`config.mk`:
```
export PLATFORM = sky130hd
export DESIGN_NAME = scan_tap_ctrl
export DESIGN_NICKNAME = d
export VERILOG_FILES = /design/src/rtl/scan_tap_ctrl.sv
export SDC_FILE = /design/constraint.sdc
export NUM_CORES = 1
export LEC_CHECK = 0
export ABC_AREA = 1
export BUFFER_PORTS_ARGS = -buffer_cell sky130_fd_sc_hd__buf_4
export CAP_MARGIN = 10
export CORE_ASPECT_RATIO = 2
export CORE_MARGIN = 2
export CORE_UTILIZATION = 45
export DETAILED_ROUTE_END_ITERATION = 6
export HOLD_SLACK_MARGIN = 0.06
export PLACE_DENSITY = 0.77
export SYNTH_ARGS = -nofsm -noshare
export SYNTH_HDL_FRONTEND = slang
export SYNTH_SLANG_ARGS = --single-unit
```
`constraint.sdc`:
```
create_clock -name tck -period 2.25 [get_ports tck]
set_input_delay 0.1125 -clock tck [delete_from_list [all_inputs] [get_ports tck]]
set_output_delay 0.1125 -clock tck [all_outputs]
set_load 0.01 [all_outputs]
```
`src/rtl/scan_tap_ctrl.sv`:
```
module scan_tap_ctrl #(
  parameter int IR_W = 8,
  parameter logic [IR_W-1:0] IR_STATUS = 8'b1000_0001
) (
  input  logic       tck,
  input  logic       por_n,
  input  logic       tms,
  input  logic       tdi,
  input  logic       bsr_so,
  input  logic       bcr_so,
  output logic       tdo,
  output logic       tdo_en,
  output logic [3:0] tap_state,
  output logic [1:0] sel_dr,
  output logic [1:0] dev_mode,
  output logic       capture_dr,
  output logic       shift_dr,
  output logic       update_dr,
  output logic       run_bcr,
  output logic       run_toggle
);
  localparam int OP_W = IR_W - 1;
  localparam logic [3:0] S_TLR = 4'd0,  S_RTI = 4'd1,  S_SDR = 4'd2,  S_CDR = 4'd3,
                         S_SHD = 4'd4,  S_E1D = 4'd5,  S_PD  = 4'd6,  S_E2D = 4'd7,
                         S_UD  = 4'd8,  S_SIR = 4'd9,  S_CIR = 4'd10, S_SHI = 4'd11,
                         S_E1I = 4'd12, S_PI  = 4'd13, S_E2I = 4'd14, S_UI  = 4'd15;
  localparam logic [1:0] SEL_BYP = 2'b00, SEL_BSR = 2'b01, SEL_BCR = 2'b10;
  localparam logic [1:0] M_NORM = 2'b00, M_TEST = 2'b01, M_HIZ = 2'b10;

  logic [3:0]      state, nxt;
  logic [IR_W-1:0] ir_sh;
  logic [OP_W-1:0] ir_shadow;
  logic            bypass_r;

  always_comb begin
    case (state)
      S_TLR:   nxt = tms ? S_TLR : S_RTI;
      S_RTI:   nxt = tms ? S_SDR : S_RTI;
      S_SDR:   nxt = tms ? S_SIR : S_CDR;
      S_CDR:   nxt = tms ? S_E1D : S_SHD;
      S_SHD:   nxt = tms ? S_E1D : S_SHD;
      S_E1D:   nxt = tms ? S_UD  : S_PD;
      S_PD:    nxt = tms ? S_E2D : S_PD;
      S_E2D:   nxt = tms ? S_UD  : S_SHD;
      S_UD:    nxt = tms ? S_SDR : S_RTI;
      S_SIR:   nxt = tms ? S_TLR : S_CIR;
      S_CIR:   nxt = tms ? S_E1I : S_SHI;
      S_SHI:   nxt = tms ? S_E1I : S_SHI;
      S_E1I:   nxt = tms ? S_UI  : S_PI;
      S_PI:    nxt = tms ? S_E2I : S_PI;
      S_E2I:   nxt = tms ? S_UI  : S_SHI;
      default: nxt = tms ? S_SDR : S_RTI;
    endcase
  end

  always_ff @(posedge tck or negedge por_n)
    if (!por_n) state <= S_TLR;
    else        state <= nxt;

  always_ff @(posedge tck or negedge por_n)
    if (!por_n)              ir_sh <= IR_STATUS;
    else if (state == S_CIR) ir_sh <= IR_STATUS;
    else if (state == S_SHI) ir_sh <= {tdi, ir_sh[IR_W-1:1]};

  always_ff @(negedge tck or negedge por_n)
    if (!por_n)              ir_shadow <= '1;
    else if (state == S_TLR) ir_shadow <= '1;
    else if (state == S_UI)  ir_shadow <= ir_sh[OP_W-1:0];

  always_ff @(posedge tck or negedge por_n)
    if (!por_n)              bypass_r <= 1'b0;
    else if (state == S_CDR) bypass_r <= 1'b0;
    else if (state == S_SHD) bypass_r <= tdi;

  logic dr_bit;
  always_comb
    case (sel_dr)
      SEL_BSR: dr_bit = bsr_so;
      SEL_BCR: dr_bit = bcr_so;
      default: dr_bit = bypass_r;
    endcase

  always_ff @(negedge tck or negedge por_n)
    if (!por_n) begin
      tdo_en <= 1'b0;
      tdo    <= 1'b0;
    end else begin
      tdo_en <= (state == S_SHD) || (state == S_SHI);
      tdo    <= (state == S_SHI) ? ir_sh[0] : dr_bit;
    end

  always_comb begin
    sel_dr   = SEL_BYP;
    dev_mode = M_NORM;
    case (ir_shadow)
      7'h00, 7'h03: begin sel_dr = SEL_BSR; dev_mode = M_TEST; end
      7'h02, 7'h0A, 7'h0C: sel_dr = SEL_BSR;
      7'h0B:        begin sel_dr = SEL_BSR; dev_mode = M_TEST; end
      7'h06:        dev_mode = M_HIZ;
      7'h07, 7'h09, 7'h0D: dev_mode = M_TEST;
      7'h0E:        sel_dr = SEL_BCR;
      7'h0F:        begin sel_dr = SEL_BCR; dev_mode = M_TEST; end
      default: ;
    endcase
  end

  assign tap_state  = state;
  assign capture_dr = (state == S_CDR);
  assign shift_dr   = (state == S_SHD);
  assign update_dr  = (state == S_UD);
  assign run_bcr    = (state == S_RTI) && (ir_shadow == 7'h09);
  assign run_toggle = (state == S_RTI) && (ir_shadow == 7'h0D);
endmodule

```
==> run_summary.xml, run 1 <==
<?xml version="1.0" encoding="UTF-8"?>
<metrics>
  <group name="outcome">
    <metric name="outcome" unit="">finished with violations</metric>
    <metric name="failed_checks" unit="">negative setup slack</metric>
  </group>
  <group name="final_layout">
    <metric name="final_layout_size_suffix_gt1_share" unit="%">41.4</metric>
    <metric name="design_area" unit="µm²">1840</metric>
    <metric name="nNetsFinal" unit="">232</metric>
    <metric name="finalNonFillerCells" unit="">251</metric>
    <metric name="syn2layout_area_growth" unit="%">47.4</metric>
    <metric name="fin_util" unit="%">68.0</metric>
    <metric name="multi_input_comb_area" unit="µm²">669</metric>
    <metric name="total_inserted_antenna_cells" unit="">0</metric>
    <metric name="area_taken_by_flip_flops_and_latches" unit="µm²">564</metric>
    <metric name="fillCellCount" unit="">242</metric>
  </group>
  <group name="clocking">
    <metric name="clock_sinks" unit="">22</metric>
    <metric name="cts_root_buf" unit="">sky130_fd_sc_hd__clkbuf_8</metric>
    <metric name="cts.reportedPaths.clkPinSlew" unit="ns">0.07</metric>
    <metric name="clock_latency" unit="ns">0.34</metric>
    <metric name="cts-htree-levels" unit="">1</metric>
    <metric name="cts-root-to-sink-buffers" unit="">2</metric>
    <metric name="cts_inserted_buffers" unit="">3</metric>
    <metric name="cts_tree" unit="">yes</metric>
  </group>
  <group name="pwr">
    <metric name="combinational_share_of_power" unit="%">50.4</metric>
    <metric name="switchingPower" unit="mW">0.830</metric>
    <metric name="pwr-share-clk" unit="%">15.3</metric>
    <metric name="design_power_total" unit="mW">1.94</metric>
    <metric name="power.ir.vdd_worst" unit="mV">0.762</metric>
    <metric name="power_per_cell_area" unit="nW/µm²">1060</metric>
    <metric name="seqPwrFrac" unit="%">34.3</metric>
    <metric name="p_int" unit="mW">1.11</metric>
    <metric name="p_leak" unit="nW">0.975</metric>
    <metric name="switching_share_of_power" unit="%">42.7</metric>
  </group>
  <group name="global_routing">
    <metric name="grt_pass1_vias" unit="">1292</metric>
    <metric name="maximum_number_of_pins_on_one_net_before_global_route_repair" unit="">23</metric>
    <metric name="grtUsageTotal" unit="%">24.8</metric>
    <metric name="grt_overflow_total" unit="">0</metric>
    <metric name="antenna_found_initial" unit="">0</metric>
    <metric name="grt_pass1_wl" unit="µm">5380</metric>
  </group>
  <group name="place">
    <metric name="placedInstanceArea" unit="µm²">1640</metric>
    <metric name="routability_congestion_estimate" unit="">0.848</metric>
    <metric name="placedCellCount" unit="">234</metric>
    <metric name="place_worst_setup_slack" unit="ns">-0.338</metric>
    <metric name="half_perimeter_wire_length_after_detailed_placement" unit="µm">2810</metric>
    <metric name="buffer_ports.inserted" unit="">20</metric>
  </group>
  <group name="route">
    <metric name="antenna_violating_nets_left" unit="">0</metric>
    <metric name="vias_per_inst" unit="">5.38</metric>
    <metric name="routed-via-count" unit="">1351</metric>
    <metric name="wl_met2" unit="µm">2240</metric>
    <metric name="finalWirelength" unit="µm">3670</metric>
    <metric name="drc_errors" unit="">0</metric>
    <metric name="initialDrtViolationCount" unit="">14</metric>
    <metric name="drt_pass1_iterations" unit="">4</metric>
    <metric name="wl_met3" unit="µm">81</metric>
    <metric name="routedLengthMet1" unit="µm">1170</metric>
    <metric name="routed_wire_length_per_instance" unit="µm">14.6</metric>
    <metric name="top_layer_used" unit="">met4</metric>
  </group>
  <group name="sta">
    <metric name="finalWorstSetupSlack" unit="ns">-0.628</metric>
    <metric name="maxSlewViolCount" unit="">0</metric>
    <metric name="fin_tns_setup" unit="ns">-2.98</metric>
    <metric name="rsz_0062_raised_after_global_routing" unit="">true</metric>
    <metric name="timing_worst_slew_pin_value" unit="ns">0.264</metric>
    <metric name="hold_slack" unit="ns">0.104</metric>
    <metric name="fin_worst_skew" unit="ns">0.0776</metric>
    <metric name="final_report_hold_violation_count" unit="">0</metric>
    <metric name="slew_headroom" unit="%">82.4</metric>
    <metric name="setup_viol" unit="">6</metric>
  </group>
  <group name="die">
    <metric name="chipHeight" unit="µm">78.4</metric>
    <metric name="ios" unit="">21</metric>
    <metric name="die_x" unit="µm">41.2</metric>
    <metric name="number_of_rows_in_the_core_area" unit="">27</metric>
    <metric name="dieArea" unit="µm²">3230</metric>
    <metric name="core" unit="µm²">2700</metric>
    <metric name="initial_core_util" unit="%">46.1</metric>
  </group>
  <group name="setup_path">
    <metric name="cp.arrival" unit="ns">2.77</metric>
    <metric name="critical_path.endpoint_type" unit="">output port</metric>
    <metric name="worstPathMaxFanout" unit="">3</metric>
    <metric name="critical_path.startpoint_type" unit="">flip-flop</metric>
    <metric name="timing.setup.critical_path_class" unit="">flip-flop to output port</metric>
    <metric name="worst-endpoint-required" unit="ns">2.14</metric>
  </group>
  <group name="logic_synthesis">
    <metric name="synth_area" unit="µm²">1250</metric>
    <metric name="synth_instances" unit="">165</metric>
    <metric name="post_synthesis_net_count" unit="">174</metric>
    <metric name="yosys_register_bits" unit="">22</metric>
    <metric name="yosys_warnings" unit="">0</metric>
    <metric name="synth_sequential_area_ratio" unit="%">45.1</metric>
    <metric name="syn_avg_cell_area" unit="µm²">7.55</metric>
    <metric name="number_of_distinct_library_cells_after_synthesis" unit="">24</metric>
  </group>
  <group name="job">
    <metric name="drv_cap" unit="">0</metric>
  </group>
  <group name="min_path">
    <metric name="worst_hold_path_type" unit="">primary input to flip-flop</metric>
  </group>
</metrics>
-- cell usage in the layout (no fill, tap or decap), types with 2 or more instances in the layout --
cell / netlist / layout
sky130_fd_sc_hd__dfrtp_1: 11 / 9
sky130_fd_sc_hd__nand2_1: 29 / 23
sky130_fd_sc_hd__nand2_4: 0 / 3
sky130_fd_sc_hd__nand3_1: 12 / 10
sky130_fd_sc_hd__clkbuf_8: 0 / 3
sky130_fd_sc_hd__a21oi_1: 10 / 10
sky130_fd_sc_hd__dfrtn_1: 2 / 2
sky130_fd_sc_hd__nand2_2: 1 / 4
sky130_fd_sc_hd__nor3_1: 5 / 3
sky130_fd_sc_hd__nand3_2: 0 / 2
sky130_fd_sc_hd__nor3_4: 0 / 3
sky130_fd_sc_hd__dfrtp_2: 0 / 2
sky130_fd_sc_hd__nor2_4: 0 / 3
sky130_fd_sc_hd__o211ai_1: 2 / 2
sky130_fd_sc_hd__buf_4: 1 / 44
sky130_fd_sc_hd__a22oi_1: 3 / 3
sky130_fd_sc_hd__inv_2: 1 / 6
sky130_fd_sc_hd__buf_6: 0 / 3
sky130_fd_sc_hd__o21ai_0: 9 / 9
sky130_fd_sc_hd__nor2_2: 1 / 6
sky130_fd_sc_hd__ha_1: 3 / 2
sky130_fd_sc_hd__nand4_1: 3 / 3
sky130_fd_sc_hd__inv_1: 32 / 33
sky130_fd_sc_hd__nor2_1: 19 / 12
sky130_fd_sc_hd__o22ai_1: 6 / 6
sky130_fd_sc_hd__dfstp_2: 9 / 9
-- final cells by class --
class	count	share of cell area, %
clock buffers	3	2.25
clock inverters	8	1.70
inverters	32	6.54
multi-input cells	109	36.4
flip-flops and latches	22	30.7
well taps	29	1.98
repair buffers	48	20.4
-- flip-flops by register name, summed over array words and instances, names as in the netlist --
name / cells
ir_sh: 8
tdo_en: 1
bypass_r: 1
tap_state: 4
ir_shadow: 7
tdo: 1
-- cells by family (layout without fill, tap and decap cells) --
kind of cell             count (synthesis)  count (layout)  synth area share (%)
buffers and inverters                   35              91                  10.8
adder cells (fa/ha/maj)                  3               3                  3.01
AO/OA/AOI/OAI                           33              33                  15.7
flip-flops                              22              22                  45.1
AND/OR/NAND/NOR                         72              73                  25.4
-- synthesized netlist by cell type (all sizes together) --
cell	instances	area share (%)
a22oi	3	1.8
nor3	7	3.6
inv	33	9.9
nand3	12	4.8
dfstp	9	19
nor2	20	6.2
o21ai	10	4.3
buf	1	0.60
clkbuf	1	0.30
a21oi	10	4.0
o22ai	6	3.0
dfrtp	11	22
dfrtn	2	4.0
a2bb2oi	1	0.70
nand4	3	1.5
o211ai	2	1.2
a21o	1	0.60
nand2	30	9.2
ha	3	3.0
-- what timing repair did --
item | 4_1_cts | 5_1_grt
hold buffers | 1 | 0
pin swaps | 5 | 9
setup buffers | 6 | 1
cloned | 0 | 1
hold endpoints to repair | 13 | 0
resized for setup | 8 | 11
setup endpoints to repair | 7 | 10
-- worst max-delay path: stages, from the launching register on --
cell and delay, ns:
sky130_fd_sc_hd__dfstp_2 0.56, sky130_fd_sc_hd__nand2_4 0.08, sky130_fd_sc_hd__inv_2 0.06, sky130_fd_sc_hd__nand3_2 0.05, sky130_fd_sc_hd__o211ai_1 0.10, sky130_fd_sc_hd__nand2_2 0.11
sky130_fd_sc_hd__ha_4 0.18, sky130_fd_sc_hd__nor2_4 0.07, sky130_fd_sc_hd__buf_6 0.10
-- routing by layer --
metal  track usage (%)  vias to the layer above
li1                  -                      654
met1              20.7                      647
met2              47.8                       35
met3              2.82                       15
met4              12.9                        0
met5                 0                        -
-- path summary, 6_finish.rpt --
kind	from	endpoint	slack [ns]	depth (start not counted)
max	ir_shadow[3]$_DFFE_NN1P_	sel_dr[0]	-0.63	8
min	tdi	ir_sh[7]$_DFFE_PN1N_	0.10	3
max reg2reg	tap_state[0]$_DFF_PN0_	ir_shadow[4]$_DFFE_NN1P_	0.03	5
min reg2reg	ir_shadow[5]$_DFFE_NN1P_	ir_shadow[5]$_DFFE_NN1P_	0.49	2
max in group asynchronous	por_n	ir_shadow[1]$_DFFE_NN1P_	0.64	2
min in group asynchronous	por_n	ir_sh[2]$_DFFE_PN0N_	0.26	2
-- power by group through the flow --
stage	registers, mW	logic [mW]	clock network [mW]
2_1_floorplan	0.669	0.485	0.0220
3_3_place_gp	0.650	0.866	0.0220
3_5_place_dp	0.658	0.889	0.0220
4_1_cts	0.654	0.937	0.295
5_1_grt	0.682	1.07	0.334
6_report	0.668	0.980	0.297
Power figures use the tool's default switching activity.
==> run 2, diff against run 1 <==
CORE_ASPECT_RATIO = default   (was 2)
CORE_UTILIZATION = 54   (was 45)
PLACE_DENSITY = 0.88   (was 0.77)
==> run_summary.xml, run 2 (synthesis gave the netlist of run 1 again) <==
<?xml version="1.0" encoding="UTF-8"?>
<metrics>
  <group name="setup_path">
    <metric name="timing.setup.critical_path_class" unit="">flip-flop to output port</metric>
    <metric name="critical_path.endpoint_type" unit="">output port</metric>
    <metric name="worst-endpoint-required" unit="ns">2.14</metric>
    <metric name="critical_path.startpoint_type" unit="">flip-flop</metric>
    <metric name="cp.arrival" unit="ns">3.02</metric>
    <metric name="worstPathMaxFanout" unit="">4</metric>
  </group>
  <group name="route">
    <metric name="drt_pass1_iterations" unit="">4</metric>
    <metric name="routed-via-count" unit="">1509</metric>
    <metric name="antenna_violating_nets_left" unit="">0</metric>
    <metric name="vias_per_inst" unit="">5.85</metric>
    <metric name="routed_wire_length_per_instance" unit="µm">17.6</metric>
    <metric name="drc_errors" unit="">0</metric>
    <metric name="finalWirelength" unit="µm">4540</metric>
    <metric name="initialDrtViolationCount" unit="">87</metric>
  </group>
  <group name="final_layout">
    <metric name="final_layout_size_suffix_gt1_share" unit="%">42.2</metric>
    <metric name="most-common-layout-cells" unit="">sky130_fd_sc_hd__buf_4 (49), sky130_fd_sc_hd__inv_1 (33), sky130_fd_sc_hd__nand2_1 (25)</metric>
    <metric name="layout_commonest_cell" unit="">sky130_fd_sc_hd__buf_4</metric>
    <metric name="nNetsFinal" unit="">240</metric>
    <metric name="total_inserted_antenna_cells" unit="">0</metric>
    <metric name="registers.top_by_ff_count" unit="">ir_sh</metric>
    <metric name="largest_reg_flops" unit="">8</metric>
    <metric name="finalNonFillerCells" unit="">258</metric>
    <metric name="fin_util" unit="%">87.3</metric>
    <metric name="syn2layout_area_growth" unit="%">53.5</metric>
  </group>
  <group name="clocking">
    <metric name="clock_sinks" unit="">22</metric>
    <metric name="cts-htree-levels" unit="">1</metric>
    <metric name="cts_root_buf" unit="">sky130_fd_sc_hd__clkbuf_4</metric>
    <metric name="clock_latency" unit="ns">0.44</metric>
    <metric name="cts_tree" unit="">yes</metric>
    <metric name="cts-root-to-sink-buffers" unit="">2</metric>
    <metric name="cts_inserted_buffers" unit="">3</metric>
    <metric name="cts.reportedPaths.clkPinSlew" unit="ns">0.13</metric>
  </group>
  <group name="outcome">
    <metric name="failed_checks" unit="">negative setup slack</metric>
    <metric name="outcome" unit="">finished with violations</metric>
  </group>
  <group name="sta">
    <metric name="setup_viol" unit="">13</metric>
    <metric name="finalWorstSetupSlack" unit="ns">-0.885</metric>
    <metric name="final_report_hold_violation_count" unit="">0</metric>
    <metric name="slew_headroom" unit="%">80.2</metric>
    <metric name="fin_worst_skew" unit="ns">0.120</metric>
    <metric name="timing_worst_slew_pin_value" unit="ns">0.293</metric>
    <metric name="rsz_0062_raised_after_global_routing" unit="">true</metric>
    <metric name="maxSlewViolCount" unit="">0</metric>
  </group>
  <group name="min_path">
    <metric name="worst_hold_path_type" unit="">primary input to flip-flop</metric>
  </group>
  <group name="place">
    <metric name="half_perimeter_wire_length_after_detailed_placement" unit="µm">2540</metric>
    <metric name="placedCellCount" unit="">235</metric>
    <metric name="buffer_ports.inserted" unit="">20</metric>
    <metric name="routability_congestion_estimate" unit="">0.874</metric>
  </group>
  <group name="global_routing">
    <metric name="grt_pass1_vias" unit="">1442</metric>
    <metric name="antenna_found_initial" unit="">0</metric>
    <metric name="grt_overflow_total" unit="">0</metric>
    <metric name="grtUsageTotal" unit="%">33.9</metric>
    <metric name="maximum_number_of_pins_on_one_net_before_global_route_repair" unit="">23</metric>
    <metric name="grt_pass1_wl" unit="µm">6490</metric>
  </group>
  <group name="pwr">
    <metric name="power_per_cell_area" unit="nW/µm²">1090</metric>
    <metric name="p_leak" unit="nW">1.02</metric>
    <metric name="power.ir.vdd_worst" unit="mV">0.898</metric>
  </group>
  <group name="die">
    <metric name="dieArea" unit="µm²">2710</metric>
    <metric name="core" unit="µm²">2190</metric>
    <metric name="number_of_rows_in_the_core_area" unit="">17</metric>
    <metric name="chipHeight" unit="µm">52.0</metric>
    <metric name="initial_core_util" unit="%">56.9</metric>
    <metric name="ios" unit="">21</metric>
    <metric name="die_x" unit="µm">52.0</metric>
  </group>
  <group name="job">
    <metric name="drv_cap" unit="">0</metric>
  </group>
</metrics>
==> run 2: metal layers <==
layer / wire length, µm / global-route usage (%) / vias to the layer above / part of all wire [%]
li1: - / - / 664 / -
met2: 2280 / 61.2 / 112 / 50
met4: 254 / 20.2 / 0 / 5.6
met3: 366 / 4.89 / 32 / 8.1
met5: 0 / 0 / - / 0
met1: 1640 / 37.3 / 701 / 36
==> run 2: per-stage QoR <==
step                area (µm²)  setup TNS [ns]  hold slack (ns)  power, mW  worst slack, ns
floorplan                 1300          -0.216           -0.183       1.18           -0.182
detailed placement        1660          -0.921           0.0126       1.56           -0.389
global placement          1660          -0.719          0.00576       1.54           -0.291
finish                    1910           -4.26           0.0836       2.08           -0.885
global route              1910           -4.99           0.0905       2.20           -0.928
CTS                       1860           -3.34           0.0660       1.92           -0.728
==> run 2: power by group <==
part / internal [mW] / total, mW / switching (mW)
clock network: 0.0858 / 0.280 / 0.194
logic: 0.484 / 1.12 / 0.632
registers: 0.560 / 0.685 / 0.125
==> run 2: critical path: stages (launching register included) <==
cell and delay [ns]:
sky130_fd_sc_hd__dfstp_2 0.62, sky130_fd_sc_hd__nand2_4 0.08, sky130_fd_sc_hd__inv_2 0.06, sky130_fd_sc_hd__nand3_2 0.06, sky130_fd_sc_hd__o211ai_1 0.14, sky130_fd_sc_hd__nand2_2 0.13
sky130_fd_sc_hd__ha_4 0.19, sky130_fd_sc_hd__nor2_4 0.08, sky130_fd_sc_hd__buf_6 0.10
==> run 2: repair_timing <==
action	in CTS	in global routing
endpoints found under the setup margin	7	15
cloned	0	0
pin swaps	6	12
resized for setup	12	12
hold buffers	2	0
buffers inserted	11	4
hold endpoints to repair	14	0
==> run 2: worst paths after layout <==
check | to | from | slack (ns) | depth (start not counted)
max in group asynchronous | ir_shadow[0]$_DFFE_NN1P_ | por_n | 0.71 | 2
min in group asynchronous | ir_sh[2]$_DFFE_PN0N_ | por_n | 0.17 | 2
worst min register to register | ir_sh[7]$_DFFE_PN1N_ | ir_sh[7]$_DFFE_PN1N_ | 0.52 | 2
worst max-delay path | sel_dr[0] | ir_shadow[2]$_DFFE_NN1P_ | -0.89 | 8
worst min-delay path | tap_state[3]$_DFF_PN0_ | tms | 0.08 | 2
worst max register to register | ir_shadow[0]$_DFFE_NN1P_ | tap_state[3]$_DFF_PN0_ | -0.12 | 4
==> run 2: cell type report <==
type / instances / area (µm²)
fillers: 109 / 278
well taps: 28 / 35.0
repair buffers: 57 / 455
clock buffers: 3 / 22.5
flip-flops and latches: 22 / 563
inverters: 32 / 123
multi-input cells: 108 / 682
clock inverters: 8 / 32.5
